<file path="config.mk">
export PLATFORM = sky130hd
export DESIGN_NAME = irq_accept_unit
export DESIGN_NICKNAME = d
export VERILOG_FILES = /design/src/rtl/irq_accept_pkg.sv /design/src/rtl/nmi_edge_latch.sv /design/src/rtl/prio_pick.sv /design/src/rtl/irq_accept_unit.sv
export SDC_FILE = /design/constraint.sdc
export NUM_CORES = 1
export LEC_CHECK = 0
export BUFFER_PORTS_ARGS = -buffer_cell sky130_fd_sc_hd__buf_2
export CORE_MARGIN = 1
export CORE_UTILIZATION = 45
export DETAILED_ROUTE_END_ITERATION = 8
export PLACE_DENSITY = 0.73
export SYNTH_ARGS = -nofsm -noshare
export SYNTH_HDL_FRONTEND = slang
export SYNTH_SLANG_ARGS = --single-unit
</file>
<file path="constraint.sdc">
create_clock -name clk -period 18.3 [get_ports clk]
set_input_delay 1.83 -clock clk [delete_from_list [all_inputs] [get_ports clk]]
set_output_delay 1.83 -clock clk [all_outputs]
set_load 0.01 [all_outputs]
</file>
<file path="src/rtl/irq_accept_pkg.sv">
package irq_accept_pkg;
  localparam int PRIO_W   = 4;
  localparam int BIT_BL   = 28;
  localparam int BIT_RB   = 29;
  localparam int BIT_MD   = 30;
  localparam int IMASK_LO = 4;

  typedef enum logic [1:0] {
    SRC_NMI  = 2'd0,
    SRC_LVL  = 2'd1,
    SRC_IRQ  = 2'd2,
    SRC_PORT = 2'd3
  } src_e;
endpackage

</file>
<file path="src/rtl/nmi_edge_latch.sv">
module nmi_edge_latch (
  input  logic clk,
  input  logic rst,
  input  logic pin,
  input  logic clr,
  output logic pend
);
  logic pin_q;

  always_ff @(posedge clk) begin
    if (rst) begin
      pin_q <= 1'b0;
      pend  <= 1'b0;
    end else begin
      pin_q <= pin;
      // a fresh edge wins over a clear in the same cycle
      pend  <= (pend & ~clr) | (pin & ~pin_q);
    end
  end
endmodule

</file>
<file path="src/rtl/prio_pick.sv">
module prio_pick #(
  parameter int N     = 4,
  parameter int PW    = 4,
  parameter int IDX_W = (N > 1) ? $clog2(N) : 1
) (
  input  logic [N-1:0]    req,
  input  logic [N*PW-1:0] prio,
  input  logic [PW-1:0]   imask,
  input  logic            enable,
  output logic            hit,
  output logic [IDX_W-1:0] idx
);
  logic [PW-1:0] best;

  always_comb begin
    hit  = 1'b0;
    idx  = '0;
    best = '0;
    for (int i = 0; i < N; i++) begin
      if (enable && req[i] && (prio[i*PW +: PW] > imask) &&
          (!hit || (prio[i*PW +: PW] > best))) begin
        hit  = 1'b1;
        idx  = IDX_W'(i);
        best = prio[i*PW +: PW];
      end
    end
  end
endmodule

</file>
<file path="src/rtl/irq_accept_unit.sv">
module irq_accept_unit
  import irq_accept_pkg::*;
#(
  parameter int XLEN   = 32,
  parameter int N_IRQ  = 6,
  parameter int N_PORT = 8,
  parameter int EVT_W  = 12,
  parameter logic [XLEN-1:0]  VEC_OFS       = 'h600,
  parameter logic [EVT_W-1:0] EVT_NMI       = 'h1C0,
  parameter logic [EVT_W-1:0] EVT_LVL_BASE  = 'h200,
  parameter logic [EVT_W-1:0] EVT_IRQ_BASE  = 'h600,
  parameter logic [EVT_W-1:0] EVT_PORT_BASE = 'h700,
  parameter logic [EVT_W-1:0] EVT_STEP      = 'h020
) (
  input  logic                  clk,
  input  logic                  rst,
  input  logic                  nmi_pin,
  input  logic [PRIO_W-1:0]     lvl_in,
  input  logic [N_IRQ-1:0]      irq_pin,
  input  logic [N_IRQ*PRIO_W-1:0]  irq_prio,
  input  logic [N_PORT-1:0]     port_pin,
  input  logic [N_PORT*PRIO_W-1:0] port_prio,
  input  logic [XLEN-1:0]       sr_in,
  input  logic [XLEN-1:0]       pc_next,
  input  logic [XLEN-1:0]       vbr,
  input  logic                  insn_boundary,
  output logic                  take,
  output logic [XLEN-1:0]       saved_pc,
  output logic [XLEN-1:0]       saved_sr,
  output logic [EVT_W-1:0]      evt_code,
  output logic [XLEN-1:0]       new_sr,
  output logic [XLEN-1:0]       target_pc
);
  localparam int IRQ_IW  = (N_IRQ  > 1) ? $clog2(N_IRQ)  : 1;
  localparam int PORT_IW = (N_PORT > 1) ? $clog2(N_PORT) : 1;
  localparam logic [XLEN-1:0] ENTRY_SET =
    (XLEN'(1) << BIT_BL) | (XLEN'(1) << BIT_RB) | (XLEN'(1) << BIT_MD);

  logic              sr_bl;
  logic [PRIO_W-1:0] sr_mask;
  logic              gate;
  logic              nmi_pend, nmi_go, lvl_go;
  logic              irq_hit, port_hit;
  logic [IRQ_IW-1:0] irq_idx;
  logic [PORT_IW-1:0] port_idx;
  logic              accept;
  src_e              src;
  logic [EVT_W-1:0]  code;

  assign sr_bl   = sr_in[BIT_BL];
  assign sr_mask = sr_in[IMASK_LO +: PRIO_W];
  // acceptance window: boundary, not blocked, not the cycle of a take
  assign gate    = insn_boundary & ~sr_bl & ~take;

  nmi_edge_latch u_nmi (
    .clk  (clk),
    .rst  (rst),
    .pin  (nmi_pin),
    .clr  (nmi_go),
    .pend (nmi_pend)
  );

  assign nmi_go = gate & nmi_pend;
  assign lvl_go = gate & (lvl_in != '0) & (lvl_in > sr_mask);

  prio_pick #(.N(N_IRQ), .PW(PRIO_W), .IDX_W(IRQ_IW)) u_irq (
    .req    (irq_pin),
    .prio   (irq_prio),
    .imask  (sr_mask),
    .enable (gate),
    .hit    (irq_hit),
    .idx    (irq_idx)
  );

  prio_pick #(.N(N_PORT), .PW(PRIO_W), .IDX_W(PORT_IW)) u_port (
    .req    (port_pin),
    .prio   (port_prio),
    .imask  (sr_mask),
    .enable (gate),
    .hit    (port_hit),
    .idx    (port_idx)
  );

  assign accept = nmi_go | lvl_go | irq_hit | port_hit;

  always_comb begin
    if (nmi_go)       src = SRC_NMI;
    else if (lvl_go)  src = SRC_LVL;
    else if (irq_hit) src = SRC_IRQ;
    else              src = SRC_PORT;
  end

  always_comb begin
    unique case (src)
      SRC_NMI:  code = EVT_NMI;
      SRC_LVL:  code = EVT_LVL_BASE  + EVT_W'(lvl_in)   * EVT_STEP;
      SRC_IRQ:  code = EVT_IRQ_BASE  + EVT_W'(irq_idx)  * EVT_STEP;
      default:  code = EVT_PORT_BASE + EVT_W'(port_idx) * EVT_STEP;
    endcase
  end

  always_ff @(posedge clk) begin
    if (rst) begin
      take      <= 1'b0;
      saved_pc  <= '0;
      saved_sr  <= '0;
      evt_code  <= '0;
      new_sr    <= '0;
      target_pc <= '0;
    end else begin
      take <= accept;
      if (accept) begin
        saved_pc  <= pc_next;
        saved_sr  <= sr_in;
        evt_code  <= code;
        new_sr    <= sr_in | ENTRY_SET;
        target_pc <= vbr + VEC_OFS;
      end
    end
  end
endmodule

</file>
* Yosys cells after proc, flatten, opt, wreduce, memory -nomap -nowiden *
Index checks and enable logic that the tools add are counted.

storage, ports and cells
  latch bits = 0
  output and inout port bits = 141
  logic and storage cells = 164
  memories = 0
  bits of input ports = 174
  bits in read-only memories = 0
  register bits after elaboration = 143
  RAM bits = 0

cells by class
  multipliers = 0
  reductions and logical operators = 66
  multiplexer cells = 42
  div/mod/pow operators = 0
  magnitude comparators = 27
  add/sub/neg operators = 4
  shift operators = 0
  equality and inequality tests = 2
  bitwise operators = 15

operator list
  kind                                                                   count
  4-bit > comparator                                                     27
  4-bit 2-to-1 mux                                                       12
  1-bit logical AND                                                      40
  12-bit one-hot mux with 3 select lines                                 1
  32-bit by 11-bit adder with 32-bit output, second input constant       1
  11-bit by 8-bit adder with 12-bit output, first input constant         2
  3-bit 2-to-1 mux                                                       6
  1-bit 2-to-1 mux                                                       17
  1-bit zero test                                                        12
  1-bit logical OR                                                       12
  2-bit 2-to-1 mux                                                       6
  10-bit by 9-bit adder with 11-bit output, first input constant         1
  1-bit AND                                                              7
  1-bit inverter                                                         4
  1-bit bitwise OR                                                       4
  4-bit nonzero test                                                     1
  2-bit by 1-bit equality test with 1-bit output, second input constant  1
  2-bit equality test, second input constant                             1
  2-bit zero test                                                        1

* Depth between registers and ports, before layout *
Gate-level depths: netlist of the first run.

  word-level depth = 36
  mapped depth = 64
  depth with buffers taken out = 62

* Modules after synthesis *
A second synthesis of the first run with hierarchy kept.

unflattened totals
  cells, all modules = 1008
  area, all modules = 8277.9 µm²

modules (own cells, without submodules)
  module               area each (µm²)  sequential area each (µm²)  cells each  times used
  irq_accept_unit      4944.7           2082.0                      579         1
  prio_pick at u_port  1865.5           0.0                         246         1
  prio_pick at u_irq   1392.6           0.0                         177         1
  nmi_edge_latch       75.1             40.0                        6           1

* Worst setup path after synthesis of the first run *
No wires, ideal clock.

  path type = input port to flip-flop
  start = input port sr_in[7]
  end = register evt_code[7]
  arrival = 12.231 ns
  cell stages on the path = 61
  library setup time = 0.134 ns
  path slack = 5.935 ns
  required time = 18.166 ns
  path buffers = 2
  cell sequence = inv_1 -> ha_1 -> nand4_1 -> nand3_1 -> a21oi_2 -> nand2_1 -> ha_1 -> and4_1 -> a21o_1 -> a21oi_1 -> a22o_1 -> inv_1 -> ha_1 -> nor2b_1 -> o211ai_1 -> a21oi_1 -> a21o_1 -> a222oi_1 -> [... 25 more ...] -> ha_1 -> nor2b_1 -> o21ai_0 -> nand2b_1 -> a21oi_1 -> o32ai_1 -> nand2_1 -> nor2_1 -> a21o_1 -> ha_1 -> nor2b_1 -> o21a_1 -> o21a_1 -> o21ai_0 -> o31ai_1 -> a22oi_1 -> a31o_2 -> a311oi_1

between the ends
  longest elaborated chain between the ends = 33
  elaborated cells on any way between the ends = 128
  classes of those cells = add/sub (2); order compare (27); eq/ne (2); mux (42); bitwise (4); reduce/logical (51)

ends and longest elaborated chain
  element                                                RTL line                source
  start, declared                                        irq_accept_unit.sv:23   input logic [XLEN-1:0] sr_in,
  4-bit > comparator                                     prio_pick.sv:20         if (enable && req[i] && (prio[i*PW +: PW] > imask) &&
  1-bit logical AND                                      prio_pick.sv:20
  4-bit 2-to-1 mux or 1-bit 2-to-1 mux (tied branches)   prio_pick.sv:20
  4-bit > comparator or 1-bit zero test (tied branches)  prio_pick.sv:21         (!hit || (prio[i*PW +: PW] > best))) begin
  1-bit logical OR                                       prio_pick.sv:21
  1-bit logical AND                                      prio_pick.sv:20
  4-bit 2-to-1 mux or 1-bit 2-to-1 mux (tied branches)   prio_pick.sv:20
  4-bit > comparator or 1-bit zero test (tied branches)  prio_pick.sv:21
  [... 17 more ...]                                      n/a
  1-bit logical AND                                      prio_pick.sv:20
  4-bit 2-to-1 mux or 1-bit 2-to-1 mux (tied branches)   prio_pick.sv:20
  4-bit > comparator or 1-bit zero test (tied branches)  prio_pick.sv:21
  1-bit logical OR                                       prio_pick.sv:21
  1-bit logical AND                                      prio_pick.sv:20
  3-bit 2-to-1 mux                                       prio_pick.sv:20
  11-bit by 8-bit adder with 12-bit output               irq_accept_unit.sv:98   default: code = EVT_PORT_BASE + EVT_W'(port_idx) * EVT_STEP;
  12-bit one-hot mux with 3 select lines                 irq_accept_unit.sv:94   unique case (src)
  end signal, assigned                                   irq_accept_unit.sv:115  evt_code <= code;
  end, declared                                          irq_accept_unit.sv:30   output logic [EVT_W-1:0] evt_code,

Several ways; a longest one is shown, not always the timed one.
A chain may end at the register's enable or synchronous reset.

* Final worst setup path of the first run *
  start = input port sr_in[5]
  end = register evt_code[7]

Same word-level chain as after synthesis.

==> results.md, run 1 <==
* Status: complete, no violations
* R2R setup slack at ~5600 ps
* Mean Syn Cell Area at between 8 and 9 um^2
* Avg WL per Cell at around 16 um
* Final Hold Vio Count at 0
* Critical path required time at roughly 18000 ps
* R2R Path End: evt_code[7]$_SDFFE_PP0P_
* Layout cells sized above 1 at 0.305
* Cts hold-fix bufs at 0
* GRT overflow at 0
* Initial DRC Count at 447
* Final setup fails at 0
* Final WL at roughly 23 mm
* Die width at between 100 and 150 um
* Max-slew violation count at 0
* CTS Buf Count at 9
* Leading register cell type out of synthesis: dfxtp_1
* Routability-driven placement congestion ratio at 0.939
* Pwr dens at slightly above 80 nW/um^2
* CP Class: in2reg
* RSZ-0062 raised after global routing: false
* Die Area at 17600 um^2
* First-pass GRT wire length at between 30 and 40 mm
* Sequential area share after synthesis at 0.276
* Sum Neg Setup Slack at 0 ps
* Crit path capture: evt_code[7]$_SDFFE_PP0P_
* Crit. End Element: register
* CP peak stage delay at 940 ps
* Root buf cell: clkbuf_16
* Fmax at between 70 and 80 MHz
* Initial antenna violation count at 3
* Setup Skew at about 11 ps
* Port bufs at 308
* Initial Utilization at 0.463
* Share of the synthesized area in the top cell type at 0.276
* Worst slew margin at 0.190
* Clk buf depth at 2
* Synth top area cells: dfxtp_1 (28%), ha_1 (18%), nand2_1 (8.5%)
* Design area at between 9000 and 10000 um^2
* Tot GR Track Use at 0.256
* DR vias at roughly 7700
* Final period util at 0.771
* Cells after Synth at 959
* Setup bufs post-CTS at 0
* Max_cap viols at 0
* Vert. Die Dim at 133 um
* H-tree levels at 3
* Critical path peak fanout at 15
* Slowest CP cell: o21ai_0
* Asr flop ratio synth at 0
* R2R depth at slightly below 60
* Leak at about 4.6 nW
* CTS tree: built
* Top cell by count, worst path: ha_1
* Via-to-Cell Ratio at 5.32
* Worst r2r src: take$_SDFF_PP0_
* # IOs at approximately 320
* Yosys top cell by area: dfxtp_1
* EDFF count, synth at 0
* Clock sink count at 106
* Area delta synth->final at 22.9%
* Clock Pin Slew Worst Setup and Hold Paths at 70 ps
* Area after DPL at 9140 um^2
* Clock latency on the worst-skew pair at 360 ps
* CP Data Arrival Time at between 10000 and 15000 ps
* HP Class: reg2reg
* Synth Warn # at 0
* Crit path from: sr_in[5]
* Row cnt at between 40 and 50
* Synth Register Bits at about 110
* Cts repair resizes at 0
* Startpoint Class: primary input
* Mapped cell area at approximately 7700 um^2
* Count of cell types in the netlist at 57
* Vias in the first global route at 7386
* Largest net degree at the start of global routing at 96
* DRT antenna net count at 0
* Hold Slack at approximately 450 ps
* Min Tclk post-route at between 10000 and 15000 ps
* Dpl hpwl at 17.9 mm
* Slew @ Worst Pin at between 1000 and 1500 ps
* Core Box Area at roughly 17000 um^2
* Final nets at 1499
* Drc violations at 0
* Drt pass-1 iters at 6
* Peak VDD IR at ~0.054 mV
## metal layers
layer / vias up / GRT usage / routed length (um)
met1: 3465 / 0.313 / 10000
met2: 254 / 0.432 / 10700
met5: - / 0 / 12
li1: 3894 / - / -
met3: 54 / 0.0544 / 1300
met4: 2 / 0.109 / 724
## power breakdown
part	switching, mW	internal [mW]	total, mW
sequential	0.0214	0.269	0.290
combinational	0.179	0.118	0.297
clock	0.0991	0.0990	0.198
## metrics by stage
step / power (mW) / util / cells / setup WS [ps]
floorplan: 0.497 / - / 964 / 5940
global placement: 0.586 / 0.549 / 1425 / 4340
detailed placement: 0.592 / 0.549 / 1425 / 4000
CTS: 0.792 / 0.568 / 1441 / 4340
global route: 0.837 / 0.568 / 1441 / 3080
finish: 0.785 / 0.569 / 1442 / 4180
## worst max-delay path, delay by kind of cell
| family | cells | cell delay, ps |
|---|---|---|
| compound gates | 34 | 7640 |
| fa+ha+maj | 8 | 2280 |
| simple gates | 15 | 2170 |
| buf+inv | 4 | 370 |
## cells by family after synthesis
kind of cell | after synthesis | share of synthesized area
simple gates | 337 | 0.202
compound gates | 255 | 0.222
buf+inv | 116 | 0.0798
fa+ha+maj | 109 | 0.177
flops | 106 | 0.276
xor+xnor | 21 | 0.0239
mux | 14 | 0.0195
other cells | 1 | 0.000487
## sequential cells by signal, indices dropped and copies added, names as in the netlist
register     count
u_nmi.pin_q      1
take             1
u_nmi.pend       1
saved_pc        32
new_sr           1
target_pc       32
evt_code         6
saved_sr        32
## synthesized netlist by cell type, types with 8 or more instances
master	count
o21a_1	18
dfxtp_1	106
a211oi_2	18
xnor2_1	9
buf_4	39
a21oi_1	118
o21ai_0	16
xor2_1	12
nor2_1	49
nand4_1	23
buf_2	8
nand3_1	23
ha_1	109
nand2_1	174
mux2_2	8
nor3_1	8
nor2b_1	27
clkbuf_1	24
a21o_1	16
inv_1	42
o211ai_1	15
## worst min-delay path by stage
stage | startpoint | endpoint | cells after the start
after floorplan | u_nmi.pend$_SDFF_PP0_ | u_nmi.pend$_SDFF_PP0_ | 2
after global placement | saved_pc[9]$_SDFFE_PP0P_ | saved_pc[9]$_SDFFE_PP0P_ | 2
after detailed placement | saved_pc[20]$_SDFFE_PP0P_ | saved_pc[20]$_SDFFE_PP0P_ | 2
after CTS | saved_pc[3]$_SDFFE_PP0P_ | saved_pc[3]$_SDFFE_PP0P_ | 2
after global routing | saved_pc[14]$_SDFFE_PP0P_ | saved_pc[14]$_SDFFE_PP0P_ | 2
final | saved_pc[3]$_SDFFE_PP0P_ | saved_pc[3]$_SDFFE_PP0P_ | 2
## cells in the final DEF (no fill, tap or decap), drive strengths merged, types with 5 or more instances in the layout
cell type	count
a211oi	24
and4	6
nand2b	5
nand2	174
a21oi	120
nor2	49
dfxtp	106
conb	6
clkbuf	9
mux2	8
o211ai	17
xnor2	9
ha	109
a21o	16
buf	315
a22oi	5
or4	5
mux2i	6
inv	45
nand4	23
nand3	23
xor2	12
nor3	8
or2	5
o21a	18
nor2b	27
o21ai	19
## cell type report
type                            count  area [um^2]
Antenna cell                        1         2.50
Clock buffer                        9          225
Clock inverter                      7         91.3
Fill cell                        1578         7180
Inverter                           42          158
Multi-Input combinational cell    742         4990
Sequential cell                   106         2120
Tap cell                          220          275
Timing Repair Buffer              315         1600
No activity file was read; power rests on OpenSTA's default activity.
==> run 2, diff against run 1 <==
==> constraint.sdc (replaced) <==
create_clock -name clk -period 14.13 [get_ports clk]
set_input_delay 1.413 -clock clk [delete_from_list [all_inputs] [get_ports clk]]
set_output_delay 1.413 -clock clk [all_outputs]
set_load 0.01 [all_outputs]
==> run 2 against run 1 <==
Net effect:
- final cell count about the same
- setup slack worse by 2600 ps
- clock-buffer cell count is the same
- worst hold slack worse by 1.6 ps
- sequential share of layout area about the same
- global-route usage is 0.22 points higher
- wire length is 0.15% higher
- largest power group unchanged
==> results.md, run 2 (synthesized netlist as in run 1, its figures left out) <==
* Cts hold-fix bufs at 0
* Row cnt at 47
* First-pass GRT wire length at around 36 mm
* Final Hold Vio Count at 0
* Initial DRC Count at 374
* DP Cell Count at 1427
* Drt pass-1 iters at 5
* Avg WL per Cell at 15.8 um
* Via-to-Cell Ratio at 5.30
* CTS tree: built
* Routability-driven placement congestion ratio at between 0.9 and 1
* Fill cells at 1568
* Top cell by count, worst path: ha_1
* Largest registers: saved_pc: 32 flops, saved_sr: 32 flops, target_pc: 32 flops
* # IOs at ~320
* Final period util at 0.889
* Area delta synth->final at 22.9%
* HP Class: reg2reg
* Peak VDD IR at around 0.075 mV
* Largest net degree at the start of global routing at 94
* Worst slew margin at 0.335
* Setup Skew at about 12 ps
* Dpl ws at about 1300 ps
* Worst setup margin at 1570 ps
* Post-Layout Cell Count at roughly 1400
* GRT overflow at 0
* Slowest CP cell: a21oi_1
* Core Box Area at approximately 17000 um^2
* Hold Path Origin: saved_pc[5]$_SDFFE_PP0P_
* Initial antenna violation count at 1
* Vert. Die Dim at ~130 um
* Crit path from: sr_in[5]
* DR vias at 7651
* Layout cells sized above 1 at 0.307
* Final setup fails at 0
* Startpoint Class: primary input
* H-tree levels at 3
* Status: complete, no violations
* Die width at around 130 um
* CTS Buf Count at 9
* Pwr dens at 107 nW/um^2
* CP peak stage delay at about 460 ps
* Clock latency on the worst-skew pair at 360 ps
* Ant diodes at 0
* Most frequent cells in the layout: buf_2 (307), nand2_1 (174), a21oi_1 (118)
* Fmax at between 70 and 80 MHz
* Drc violations at 0
* Sum Neg Setup Slack at 0 ps
* RSZ-0062 raised after global routing: false
* Worst path bufs/invs at 4
* DRT antenna net count at 0
* Max_cap viols at 0
* Critical path required time at approximately 14000 ps
* Setup bufs post-CTS at 0
* Commonest non-fill, non-tap cell in the layout: buf_2
* Tot GR Track Use at 0.258
* Final WL at 22.8 mm
* Slew @ Worst Pin at 997 ps
* Die Area at roughly 18000 um^2
* Final nets at between 1500 and 2000
* Critical path's top delay family: compound AO/OA/AOI/OAI gates
* CP Data Arrival Time at about 13000 ps
* Max-slew violation count at 0
* Port bufs at a little over 300
* Cts repair resizes at 0
* Dpl hpwl at about 18 mm
* Clk buf depth at 2
* Leak at ~4.6 nW
* CP Class: in2reg
* Initial Utilization at 0.463
* Worst r2r src: take$_SDFF_PP0_
* Clock Pin Slew Worst Setup and Hold Paths at 70 ps
* Clock sink count at roughly 110
* Power Total at between 1 and 1.5 mW
* Min Tclk post-route at 12560 ps
* Root buf cell: clkbuf_16
* Vias in the first global route at 7193
* Critical path peak fanout at 12
* Crit. End Element: register
run 2: through the flow:
step                      cell area (um^2)  hold slack (ps)  utilization
after floorplan                       7720              455            -
after global placement                9160              435        0.550
after detailed placement              9160              441        0.550
after CTS                             9460              450        0.569
after global routing                  9460              465        0.569
final                                 9460              447        0.569
run 2: power by group:
part / internal, mW / total (mW) / switching (mW)
clock network: 0.126 / 0.254 / 0.128
logic: 0.153 / 0.385 / 0.232
registers: 0.348 / 0.375 / 0.0271
total: 0.627 / 1.01 / 0.388
run 2: final timing paths:
path	depth (start not counted)	end	slack, ps
max	62	evt_code[7]$_SDFFE_PP0P_	1570
min	2	saved_pc[5]$_SDFFE_PP0P_	450
max reg2reg	59	evt_code[7]$_SDFFE_PP0P_	2490
min reg2reg	2	saved_pc[5]$_SDFFE_PP0P_	450
run 2: worst register-to-register path, delay by kind of cell, from the launching register on:
kind | cells | cell delay [ps]
and+or+nand+nor | 16 | 2460
DFF | 1 | 320
AOI/OAI and AO/OA | 34 | 6540
buffers and inverters | 2 | 240
adders and majority gates | 7 | 1910
run 2: routing by layer:
layer	GRT usage	vias up	part of all wire
li1	-	3895	-
met1	0.313	3479	0.44
met2	0.446	229	0.48
met3	0.0521	46	0.050
met4	0.100	2	0.029
met5	0	-	0.00053
run 2: area by class of cell:
class / count / area, um^2 / share of cell area
inverters: 42 / 158 / 0.0167
flip-flops and latches: 106 / 2120 / 0.224
well taps: 220 / 275 / 0.0291
multi-input cells: 742 / 4990 / 0.527
clock buffers: 9 / 225 / 0.0238
repair buffers: 317 / 1610 / 0.170
clock inverters: 7 / 80.1 / 0.00846
